===== src/rtl/gpt_pkg.sv =====
// Package: shared constants and types for the multi-channel timer.
// Assumes a 32-bit data path and word-aligned register offsets.
package gpt_pkg;
    localparam int DATA_W = 32;
    localparam int DIV_W  = 4;     // divider code sits below the source bit
    localparam int IDX_W  = 4;     // channel index nibble of the address
    localparam int SEL_W  = 2;     // register select inside one channel

    typedef enum logic [1:0] {
        MODE_ONCE   = 2'd0,
        MODE_REPEAT = 2'd1,
        MODE_SPARE  = 2'd2,
        MODE_FREE   = 2'd3
    } gpt_mode_e;

    // register select values inside a 16-byte window
    localparam logic [SEL_W-1:0] SEL_CTRL  = 2'd0;
    localparam logic [SEL_W-1:0] SEL_SETUP = 2'd1;
    localparam logic [SEL_W-1:0] SEL_COUNT = 2'd2;
    localparam logic [SEL_W-1:0] SEL_CMP   = 2'd3;

    // control field positions
    localparam int CTRL_EN_BIT  = 0;
    localparam int CTRL_CLR_BIT = 1;
    localparam int CTRL_MODE_LO = 4;
    localparam int SETUP_SRC_BIT = 4;
endpackage


===== src/rtl/gpt_tick_div.sv =====
// Module: tick selection and divider for one channel.
// Picks one of two strobes and emits one tick every (code+1) strobes
// while running. Held at zero while stopped or on a restart request.
module gpt_tick_div #(
    parameter int DIVW = 4
) (
    input  logic            clk,
    input  logic            rst_n,
    input  logic            run,
    input  logic            restart,
    input  logic            src_sel,
    input  logic [DIVW-1:0] div_code,
    input  logic            strobe_sys,
    input  logic            strobe_slow,
    output logic            tick_o
);
    logic            strobe;
    logic            at_end;
    logic [DIVW-1:0] div_cnt;

    // pick the strobe and decide whether this strobe closes a period
    always_comb begin
        strobe = src_sel ? strobe_slow : strobe_sys;
        at_end = (div_cnt == div_code);
        tick_o = run && strobe && at_end;
    end

    // divider position: reset when stopped, wrap at the end of a period
    always_ff @(posedge clk) begin
        if (!rst_n) begin
            div_cnt <= '0;
        end else if (!run || restart) begin
            div_cnt <= '0;
        end else if (strobe) begin
            div_cnt <= at_end ? '0 : div_cnt + 1'b1;
        end
    end

    AST_DIV_GAP: assert property (@(posedge clk) disable iff (!rst_n)
        (tick_o && !restart) |=> (!tick_o || div_code == '0));

    AST_STOP_NO_TICK: assert property (@(posedge clk) disable iff (!rst_n)
        (!run) |-> !tick_o);
endmodule


===== src/rtl/gpt_chan.sv =====
// Module: one timer channel with control, clock setup, counter, compare.
// Assumes writes are pre-decoded by the parent; match_o is a one-cycle
// pulse on the edge at which the counter reaches the compare value.
module gpt_chan
    import gpt_pkg::*;
(
    input  logic              clk,
    input  logic              rst_n,
    input  logic              ctrl_we,
    input  logic              setup_we,
    input  logic              cmp_we,
    input  logic [DATA_W-1:0] wdata,
    input  logic              tick_sys,
    input  logic              tick_slow,
    output logic [DATA_W-1:0] ctrl_rd,
    output logic [DATA_W-1:0] setup_rd,
    output logic [DATA_W-1:0] cnt_o,
    output logic [DATA_W-1:0] cmp_o,
    output logic              match_o
);
    logic              en_q;
    gpt_mode_e         mode_q;
    logic              src_q;
    logic [DIV_W-1:0]  div_q;
    logic [DATA_W-1:0] cnt_q;
    logic [DATA_W-1:0] cmp_q;
    logic              clr_req;
    logic              raw_tick;
    logic              tick;
    logic [DATA_W-1:0] cnt_inc;
    logic              hit;

    gpt_tick_div #(.DIVW(DIV_W)) u_div (
        .clk        (clk),
        .rst_n      (rst_n),
        .run        (en_q),
        .restart    (clr_req),
        .src_sel    (src_q),
        .div_code   (div_q),
        .strobe_sys (tick_sys),
        .strobe_slow(tick_slow),
        .tick_o     (raw_tick)
    );

    // clear requests, effective tick and compare detection
    always_comb begin
        clr_req = ctrl_we && wdata[CTRL_CLR_BIT];
        tick    = raw_tick && !clr_req;
        cnt_inc = cnt_q + 1'b1;
        hit     = tick && (cnt_inc == cmp_q);
        match_o = hit;
    end

    // counter: clear wins, then restart or advance on a tick
    always_ff @(posedge clk) begin
        if (!rst_n) begin
            cnt_q <= '0;
        end else if (clr_req) begin
            cnt_q <= '0;
        end else if (tick) begin
            cnt_q <= (hit && mode_q == MODE_REPEAT) ? '0 : cnt_inc;
        end
    end

    // enable and mode: bus write first, one-shot stop on match
    always_ff @(posedge clk) begin
        if (!rst_n) begin
            en_q   <= 1'b0;
            mode_q <= MODE_ONCE;
        end else if (ctrl_we) begin
            en_q   <= wdata[CTRL_EN_BIT];
            mode_q <= gpt_mode_e'(wdata[CTRL_MODE_LO +: 2]);
        end else if (hit && mode_q == MODE_ONCE) begin
            en_q   <= 1'b0;
        end
    end

    // clock setup and compare value storage
    always_ff @(posedge clk) begin
        if (!rst_n) begin
            src_q <= 1'b0;
            div_q <= '0;
            cmp_q <= '0;
        end else begin
            if (setup_we) begin
                src_q <= wdata[SETUP_SRC_BIT];
                div_q <= wdata[DIV_W-1:0];
            end
            if (cmp_we) begin
                cmp_q <= wdata;
            end
        end
    end

    // read-back images; the clear bit always reads as zero
    always_comb begin
        ctrl_rd  = '0;
        ctrl_rd[CTRL_EN_BIT]         = en_q;
        ctrl_rd[CTRL_MODE_LO +: 2]   = mode_q;
        setup_rd = '0;
        setup_rd[SETUP_SRC_BIT]      = src_q;
        setup_rd[DIV_W-1:0]          = div_q;
        cnt_o    = cnt_q;
        cmp_o    = cmp_q;
    end

    AST_CLEAR_ZERO: assert property (@(posedge clk) disable iff (!rst_n)
        clr_req |=> (cnt_q == '0));

    AST_IDLE_HOLD: assert property (@(posedge clk) disable iff (!rst_n)
        (!raw_tick && !clr_req) |=> $stable(cnt_q));

    AST_REPEAT_RESTART: assert property (@(posedge clk) disable iff (!rst_n)
        (hit && mode_q == MODE_REPEAT) |=> (cnt_q == '0));

    AST_ONESHOT_HALT: assert property (@(posedge clk) disable iff (!rst_n)
        (hit && mode_q == MODE_ONCE && !ctrl_we) |=> (!en_q && cnt_q == $past(cmp_q)));
endmodule


===== src/rtl/gpt_irq.sv =====
// Module: pending flags, interrupt enables and the combined interrupt.
// Assumes set_i pulses for one cycle per match; a set beats an acknowledge.
module gpt_irq #(
    parameter int NCH = 6
) (
    input  logic           clk,
    input  logic           rst_n,
    input  logic           en_we,
    input  logic           ack_we,
    input  logic [NCH-1:0] wbits,
    input  logic [NCH-1:0] set_i,
    output logic [NCH-1:0] en_o,
    output logic [NCH-1:0] pend_o,
    output logic           irq_o
);
    logic [NCH-1:0] en_q;
    logic [NCH-1:0] pend_q;
    logic [NCH-1:0] ack_bits;

    // acknowledge mask applies only on a write to the acknowledge address
    always_comb begin
        ack_bits = ack_we ? wbits : '0;
        en_o     = en_q;
        pend_o   = pend_q;
        irq_o    = |(pend_q & en_q);
    end

    // enable register
    always_ff @(posedge clk) begin
        if (!rst_n) begin
            en_q <= '0;
        end else if (en_we) begin
            en_q <= wbits;
        end
    end

    // pending flags: acknowledge clears, a new match sets
    always_ff @(posedge clk) begin
        if (!rst_n) begin
            pend_q <= '0;
        end else begin
            pend_q <= (pend_q & ~ack_bits) | set_i;
        end
    end

    AST_SET_WINS: assert property (@(posedge clk) disable iff (!rst_n)
        (set_i != '0) |=> ((pend_q & $past(set_i)) == $past(set_i)));

    AST_ACK_CLEARS: assert property (@(posedge clk) disable iff (!rst_n)
        ((ack_bits & ~set_i) != '0) |=> ((pend_q & $past(ack_bits & ~set_i)) == '0));

    AST_IRQ_CAUSE: assert property (@(posedge clk) disable iff (!rst_n)
        $rose(irq_o) |-> $past(set_i != '0 || en_we));
endmodule


===== src/rtl/gpt_timer.sv =====
// Module: top of the multi-channel timer; decodes the register window,
// instantiates the channels and the interrupt collector, muxes reads.
// Assumes word-aligned addresses; bus_addr[1:0] are ignored.
module gpt_timer
    import gpt_pkg::*;
#(
    parameter int NCH = 6,
    parameter int AW  = 8
) (
    input  logic              clk,
    input  logic              rst_n,
    input  logic              tick_sys,
    input  logic              tick_slow,
    input  logic              bus_we,
    input  logic [AW-1:0]     bus_addr,
    input  logic [DATA_W-1:0] bus_wdata,
    output logic [DATA_W-1:0] bus_rdata,
    output logic              irq
);
    localparam logic [SEL_W-1:0] SEL_IEN = 2'd0;
    localparam logic [SEL_W-1:0] SEL_ACK = 2'd2;

    logic [IDX_W-1:0] chan_idx;
    logic [SEL_W-1:0] reg_sel;
    logic             glob_hit;

    logic [DATA_W-1:0] ctrl_rd  [NCH];
    logic [DATA_W-1:0] setup_rd [NCH];
    logic [DATA_W-1:0] cnt_rd   [NCH];
    logic [DATA_W-1:0] cmp_rd   [NCH];
    logic [NCH-1:0]    match;
    logic [NCH-1:0]    ien;
    logic [NCH-1:0]    pend;

    // split the address into channel index and register select
    always_comb begin
        chan_idx = bus_addr[4 +: IDX_W];
        reg_sel  = bus_addr[2 +: SEL_W];
        glob_hit = (chan_idx == '0);
    end

    for (genvar g = 0; g < NCH; g++) begin : g_ch
        logic sel_me;
        // this channel owns the current address window
        always_comb sel_me = (chan_idx == IDX_W'(g + 1));

        gpt_chan u_ch (
            .clk      (clk),
            .rst_n    (rst_n),
            .ctrl_we  (bus_we && sel_me && reg_sel == SEL_CTRL),
            .setup_we (bus_we && sel_me && reg_sel == SEL_SETUP),
            .cmp_we   (bus_we && sel_me && reg_sel == SEL_CMP),
            .wdata    (bus_wdata),
            .tick_sys (tick_sys),
            .tick_slow(tick_slow),
            .ctrl_rd  (ctrl_rd[g]),
            .setup_rd (setup_rd[g]),
            .cnt_o    (cnt_rd[g]),
            .cmp_o    (cmp_rd[g]),
            .match_o  (match[g])
        );
    end

    gpt_irq #(.NCH(NCH)) u_irq (
        .clk   (clk),
        .rst_n (rst_n),
        .en_we (bus_we && glob_hit && reg_sel == SEL_IEN),
        .ack_we(bus_we && glob_hit && reg_sel == SEL_ACK),
        .wbits (bus_wdata[NCH-1:0]),
        .set_i (match),
        .en_o  (ien),
        .pend_o(pend),
        .irq_o (irq)
    );

    // read multiplexer; unmapped locations return zero
    always_comb begin
        bus_rdata = '0;
        if (glob_hit) begin
            if (reg_sel == SEL_IEN) bus_rdata[NCH-1:0] = ien;
            else if (reg_sel == SEL_ACK) bus_rdata[NCH-1:0] = pend;
        end else begin
            for (int i = 0; i < NCH; i++) begin
                if (chan_idx == IDX_W'(i + 1)) begin
                    case (reg_sel)
                        SEL_CTRL:  bus_rdata = ctrl_rd[i];
                        SEL_SETUP: bus_rdata = setup_rd[i];
                        SEL_COUNT: bus_rdata = cnt_rd[i];
                        default:   bus_rdata = cmp_rd[i];
                    endcase
                end
            end
        end
    end

    AST_MATCH_FLAGS: assert property (@(posedge clk) disable iff (!rst_n)
        (match != '0) |=> ((pend & $past(match)) == $past(match)));
endmodule


===== config.mk =====
export PLATFORM = sky130hd
export DESIGN_NAME = gpt_timer
export DESIGN_NICKNAME = d
export VERILOG_FILES = /design/src/rtl/gpt_pkg.sv /design/src/rtl/gpt_tick_div.sv /design/src/rtl/gpt_chan.sv /design/src/rtl/gpt_irq.sv /design/src/rtl/gpt_timer.sv
export SDC_FILE = /design/constraint.sdc
export NUM_CORES = 2
export LEC_CHECK = 0
export ABC_CLOCK_PERIOD_IN_PS = 4680
export BUFFER_PORTS_ARGS = -buffer_cell sky130_fd_sc_hd__clkbuf_2
export CAP_MARGIN = 20
export CORE_UTILIZATION = 50
export CTS_BUF_LIST = sky130_fd_sc_hd__clkbuf_16
export DETAILED_ROUTE_END_ITERATION = 10
export PLACE_DENSITY = 0.63
export SLEW_MARGIN = 15
export SYNTH_ARGS = -nofsm -noshare
export SYNTH_HDL_FRONTEND = slang
export SYNTH_SLANG_ARGS = --single-unit

===== constraint.sdc =====
create_clock -name clk -period 4.68 [get_ports clk]
set_clock_uncertainty 0.05 [all_clocks]
set_input_delay 0.234 -clock clk [delete_from_list [all_inputs] [get_ports clk]]
set_output_delay 0.234 -clock clk [all_outputs]
set_load 0.005 [all_outputs]

# ---- After elaboration in Yosys (flattened, before gate mapping)
# Index checks and enable logic that the tools add are counted.
dict set report word_totals {
  wordCells 249
  inputBits 45
  regBits 468
}
dict set report op_classes {
  mux 47
  addsub 12
  n_eq_ne 27
  n_bitwise 5
  reduce_logical 114
}
# operator count
set op_table {}
lappend op_table {{one-hot mux 32 bit (3 select lines)} 6}
lappend op_table {{two-way mux 32 bit} 12}
lappend op_table {{adder 32 x 1 -> 32 bit, second input constant} 6}
lappend op_table {{== test 32 bit} 6}
lappend op_table {{logical AND 1 bit} 69}
lappend op_table {{two-way mux 26 bit} 1}
lappend op_table {{adder 4 x 1 -> 4 bit, second input constant} 6}
lappend op_table {{== test 4 bit} 6}
lappend op_table {{two-way mux 4 bit} 6}
lappend op_table {{two-way mux 6 bit} 4}
lappend op_table {{OR reduction 2 bit} 12}
lappend op_table {{two-way mux 1 bit} 18}
lappend op_table {{== test 2 x 1 -> 1 bit, second input constant} 7}
lappend op_table {{logical NOT 2 bit} 7}
lappend op_table {{AND 6 bit} 2}
lappend op_table {{== test 4 x 3 -> 1 bit, second input constant} 3}
lappend op_table {{logical NOT 1 bit} 12}
lappend op_table {{nonzero test 2 bit} 6}
lappend op_table {{== test 4 x 2 -> 1 bit, second input constant} 2}
lappend op_table {{logical OR 1 bit} 6}
lappend op_table {{NOT 6 bit} 1}
lappend op_table {{OR 6 bit} 1}
lappend op_table {{OR reduction 6 bit} 1}
lappend op_table {{== test 2 bit, second input constant} 2}
lappend op_table {{other kinds (3)} 3}

# ---- Logic depth before layout (Yosys ltp)
dict set report depth {
  depth_word 10
  ltp_mapped 12
  mapped_depth_nobuf 9
}

# ---- Modules after synthesis
# A second synthesis with hierarchy kept.
dict set report hier_totals {
  cells_unflattened 4360
  hier_area_um2 37870.1
}
# module seq_area_each_um2 cells_each area_per_inst_um2 instances
set modules_own_cells {}
lappend modules_own_cells {gpt_chan 1441.4 588 4882.2 6}
lappend modules_own_cells {gpt_timer 0.0 604 6461.2 1}
lappend modules_own_cells {gpt_tick_div 80.1 31 274.0 6}
lappend modules_own_cells {gpt_irq 240.2 42 471.7 1}

# ---- Worst setup path before layout
# Ideal clock, no wire load.
dict set report synth_path {
  path_kind {flip-flop to flip-flop}
  from {register g_ch[4].u_ch.cnt_q[1]}
  to {register g_ch[4].u_ch.cnt_q[10]}
  required_ps 4489
  path_stages_with_launch 12
  t_arrival_ps 3143
  path_buffers 2
  setup_slack_ps 1346
  setup_ps 141
  period_less_slack_ps 3334
  cell_sequence {dfxtp_1 ha_1 nand3_1 or4_1 buf_2 or4_1 xnor2_1 mux2i_1 o2111ai_1 nor4_4 buf_6 nor3_2}
}
dict set report synth_between {
  elab_chain_cells 5
}
# item line
set synth_rtl {}
lappend synth_rtl {{start, declared} gpt_chan.sv:25} ;# logic [DATA_W-1:0] cnt_q;
lappend synth_rtl {{start signal, assigned} gpt_chan.sv:61} ;# cnt_q <= (hit && mode_q == MODE_REPEAT) ? '0 : cnt_inc;
lappend synth_rtl {{adder 32 x 1 -> 32 bit *} gpt_chan.sv:49} ;# cnt_inc = cnt_q + 1'b1;
lappend synth_rtl {{== test 32 bit} gpt_chan.sv:50} ;# hit = tick && (cnt_inc == cmp_q);
lappend synth_rtl {{logical AND 1 bit} gpt_chan.sv:50}
lappend synth_rtl {{logical AND 1 bit} gpt_chan.sv:61}
lappend synth_rtl {{two-way mux 32 bit *} gpt_chan.sv:61}
# Every way passes the cells marked *; elsewhere a longest branch is shown, timed or not.
# A chain may end at the register's enable or synchronous reset.

# ---- Worst setup path after layout
dict set report layout_path {
  from {register g_ch[4].u_ch.cnt_q[0]}
  to {register g_ch[4].u_ch.cnt_q[0]}
}
# Same word-level chain as after synthesis.

==> results.json <==
{
  "cp.arrival_ns": 4.49,
  "die_h_um": 253,
  "min_to": "g_ch[2].u_ch.cmp_o[3]",
  "min_path_cells": 2,
  "yosysSeqAreaShare_pct": 29.8,
  "ys_warn_count": 0,
  "synthFlopType": "dfxtp_1",
  "syn_avg_cell_area_um2": 7.83,
  "cts.sinks": 468,
  "outcome": "completed",
  "rrSetupSlack_ns": 0.62,
  "rr_endpoint": "g_ch[4].u_ch.cnt_o[0]",
  "fillCellCount": 6004,
  "antenna_left": 0,
  "r2r_start": "g_ch[4].u_ch.cnt_o[0]",
  "wl_um": 117000,
  "clkTransAtPathRegs_ns": 0.06,
  "synthArstFlopShare_pct": 0,
  "maxSlewHeadroom_pct": 30.6,
  "viasPerCell": 6.41,
  "worst_pin_slew_ns": 1.04,
  "holdCritPathClass": "primary input to flop",
  "rsz0062_at_grt": "no",
  "maxCapViolations": 0,
  "root_buffer": "clkbuf_16",
  "grt_pass1_vias": 27627,
  "yosys-top-cells-count": "nand2_1, dfxtp_1, clkbuf_1",
  "wl_per_cell_um": 24.6,
  "crit_buf_inv": 1,
  "clockBufferDepth": 3,
  "critPathMaxStageDelay_ns": 0.67,
  "start_util_pct": 50.7,
  "synthesis.area_um2": 31400,
  "clkLatencyLatePin_ns": 0.63,
  "synth_area_leaders": "dfxtp_1, nand2_1, mux2i_1",
  "maxSlewViolCount": 0,
  "dpl_worst_slack_ns": 0.624,
  "min_from": "rst_n",
  "critPathMaxFanout": 32,
  "startpoint_type": "flop",
  "worst_path_most_repeated_cell": "or4_1",
  "dieArea_um2": 63900,
  "ys_seq_elements": 468,
  "syn_to_final_growth_pct": 7.76,
  "synth_edf_count": 0,
  "synth_nets": 4074,
  "tritoncts": "done",
  "drive_above_1_share_pct": 9.21,
  "dp_hpwl_um": 83500,
  "cp-end-kind": "flop",
  "place_inst": 4638,
  "fp.dieW_um": 253,
  "post_cts_resized": 0,
  "core-area_um2": 61900,
  "cp_slowest_cell": "or4_1",
  "hold_viol_final": 0,
  "synth_top_area_cell": "dfxtp_1",
  "io_pins": 78,
  "crit_chain": "ha_1 > nand3_1 > or4_1 > or4_1 > xnor2_1 > mux2i_1 > o2111ai_1 > nor4_4 > buf_4 > o21ai_0",
  "antenna_found_initial": 6,
  "synth.most_common_cell": "nand2_1",
  "setup_tns_ns": 0,
  "h-tree-depth": 2,
  "syn_inst": 4017,
  "layout_setup_ws_ns": 0.625,
  "synth_cell_type_count": 92,
  "cts_buffers": 55,
  "synth_top_area_share_pct": 29.8,
  "num_rows": 91,
  "fin_nets": 3916,
  "firstDrtPassIters": 6,
  "grt_start_max_net_pins": 115,
  "path_delay_family": "simple AND/OR/NAND/NOR gates",
  "p_leak_uw": 0.0115,
  "ir_drop_mv": 0.267,
  "path_class": "flop to flop",
  "remaining_drc_errors": 0,
  "final_cells": 4738,
  "grt-ovfl-total": 0,
  "grt_pass1_wl_um": 176000,
  "worstSetupStartpoint": "g_ch[4].u_ch.cnt_o[0]",
  "grt_use_total_pct": 36.0,
  "min_period_ns": 4.06,
  "port_buffers": 75,
  "num_vias": 30381,
  "drt_iter0_drc": 3634,
  "post_cts_buffers": 0,
  "cp.required_ns": 5.12,
  "finalSetupViolCount": 0,
  "fmax_mhz": 247,
  "hold_buffers": 0,
  "min_period_over_period_pct": 86.6,
  "gp_congestion": 1.00,
  "worstRegToRegCells": 10,
  "power_density_nw_per_um2": 273
}
==> placed cells by master (no fill, tap or decap), types with 31 or more instances in the layout <==
cell	n
nand2_1	709
dfxtp_1	468
a21boi_0	234
xnor2_1	210
mux2i_1	194
nor2_1	193
nand3_1	163
nand4_1	153
xor2_1	130
and3_1	87
a22oi_1	81
buf_4	80
o21ai_0	77
o22ai_1	74
nor4_1	73
clkbuf_2	73
nor3_1	71
a21oi_1	66
o31ai_1	60
clkbuf_16	57
inv_1	44
nor2b_1	39
nor3_2	33
and4_1	32
mux2_2	31
==> cell families after synthesis <==
kind of cell,share of synthesized area [%]
buffers and inverters,5.50
multiplexers,8.15
AND/OR/NAND/NOR,28.2
flip-flops,29.8
adder cells (fa/ha/maj),0.478
XOR/XNOR,9.47
AO/OA/AOI/OAI,18.4
==> flip-flops by register name, indices dropped and copies added (netlist names) <==
name and cells:
g_ch.u_ch.cnt_o 192, g_ch.u_ch.en_q 6, g_ch.u_ch.u_div.div_cnt 24, g_ch.u_ch.div_q 24, g_ch.u_ch.cmp_o 192, u_irq.pend_o 6
g_ch.u_ch.src_q 6, g_ch.u_ch.mode_q 12, u_irq.en_o 6
==> report_power, final <==
group / switching, µW / internal (µW) / leakage [µW]
Clock: 1860 / 2840 / 0.000965
Combinational: 377 / 148 / 0.00677
Sequential: 24.9 / 4000 / 0.00377
Total: 2260 / 6980 / 0.0115
==> metal layers <==
layer  vias up  global-route usage [%]  wire length, µm
li1      14172                       -                -
met1     14543                    48.9            48600
met3       259                    7.39            12000
met5         -                       0               13
met2      1405                    53.9            50100
met4         2                    17.6             6040
==> metrics by stage <==
step / util (%) / hold slack (ns) / total power, µW / cell area, µm²
4_1_cts: 54.6 / 0.0215 / 9270 / 33800
3_3_place_gp: 51.6 / 0.426 / 4610 / 31900
5_1_grt: 54.7 / 0.0559 / 9450 / 33900
2_1_floorplan: - / 0.329 / 4390 / 31400
3_5_place_dp: 51.6 / 0.433 / 4610 / 31900
6_report: 54.7 / 0.0335 / 9250 / 33900
==> worst max path at each step <==
stage,end,slack [ns],cells after the start
global route,g_ch[1].u_ch.cnt_o[21],0.35,10
finish,g_ch[4].u_ch.cnt_o[0],0.62,10
CTS,g_ch[4].u_ch.cnt_o[0],0.61,10
detailed placement,g_ch[4].u_ch.cnt_o[0],0.62,10
floorplan,g_ch[4].u_ch.cnt_o[10],1.35,11
global placement,g_ch[4].u_ch.cnt_o[0],0.71,10
==> area by class of cell <==
| cell class | instances | area, µm² | share of cell area (%) |
|---|---|---|---|
| multi-input cells | 3142 | 20400 | 60.1 |
| flip-flops and latches | 468 | 9370 | 27.7 |
| clock buffers | 57 | 1430 | 4.21 |
| repair buffers | 158 | 1050 | 3.09 |
| well taps | 837 | 1050 | 3.09 |
| clock inverters | 40 | 480 | 1.42 |
| inverters | 34 | 128 | 0.377 |
| diodes | 2 | 5.00 | 0.0148 |
No activity file was read; power rests on OpenSTA's default activity.
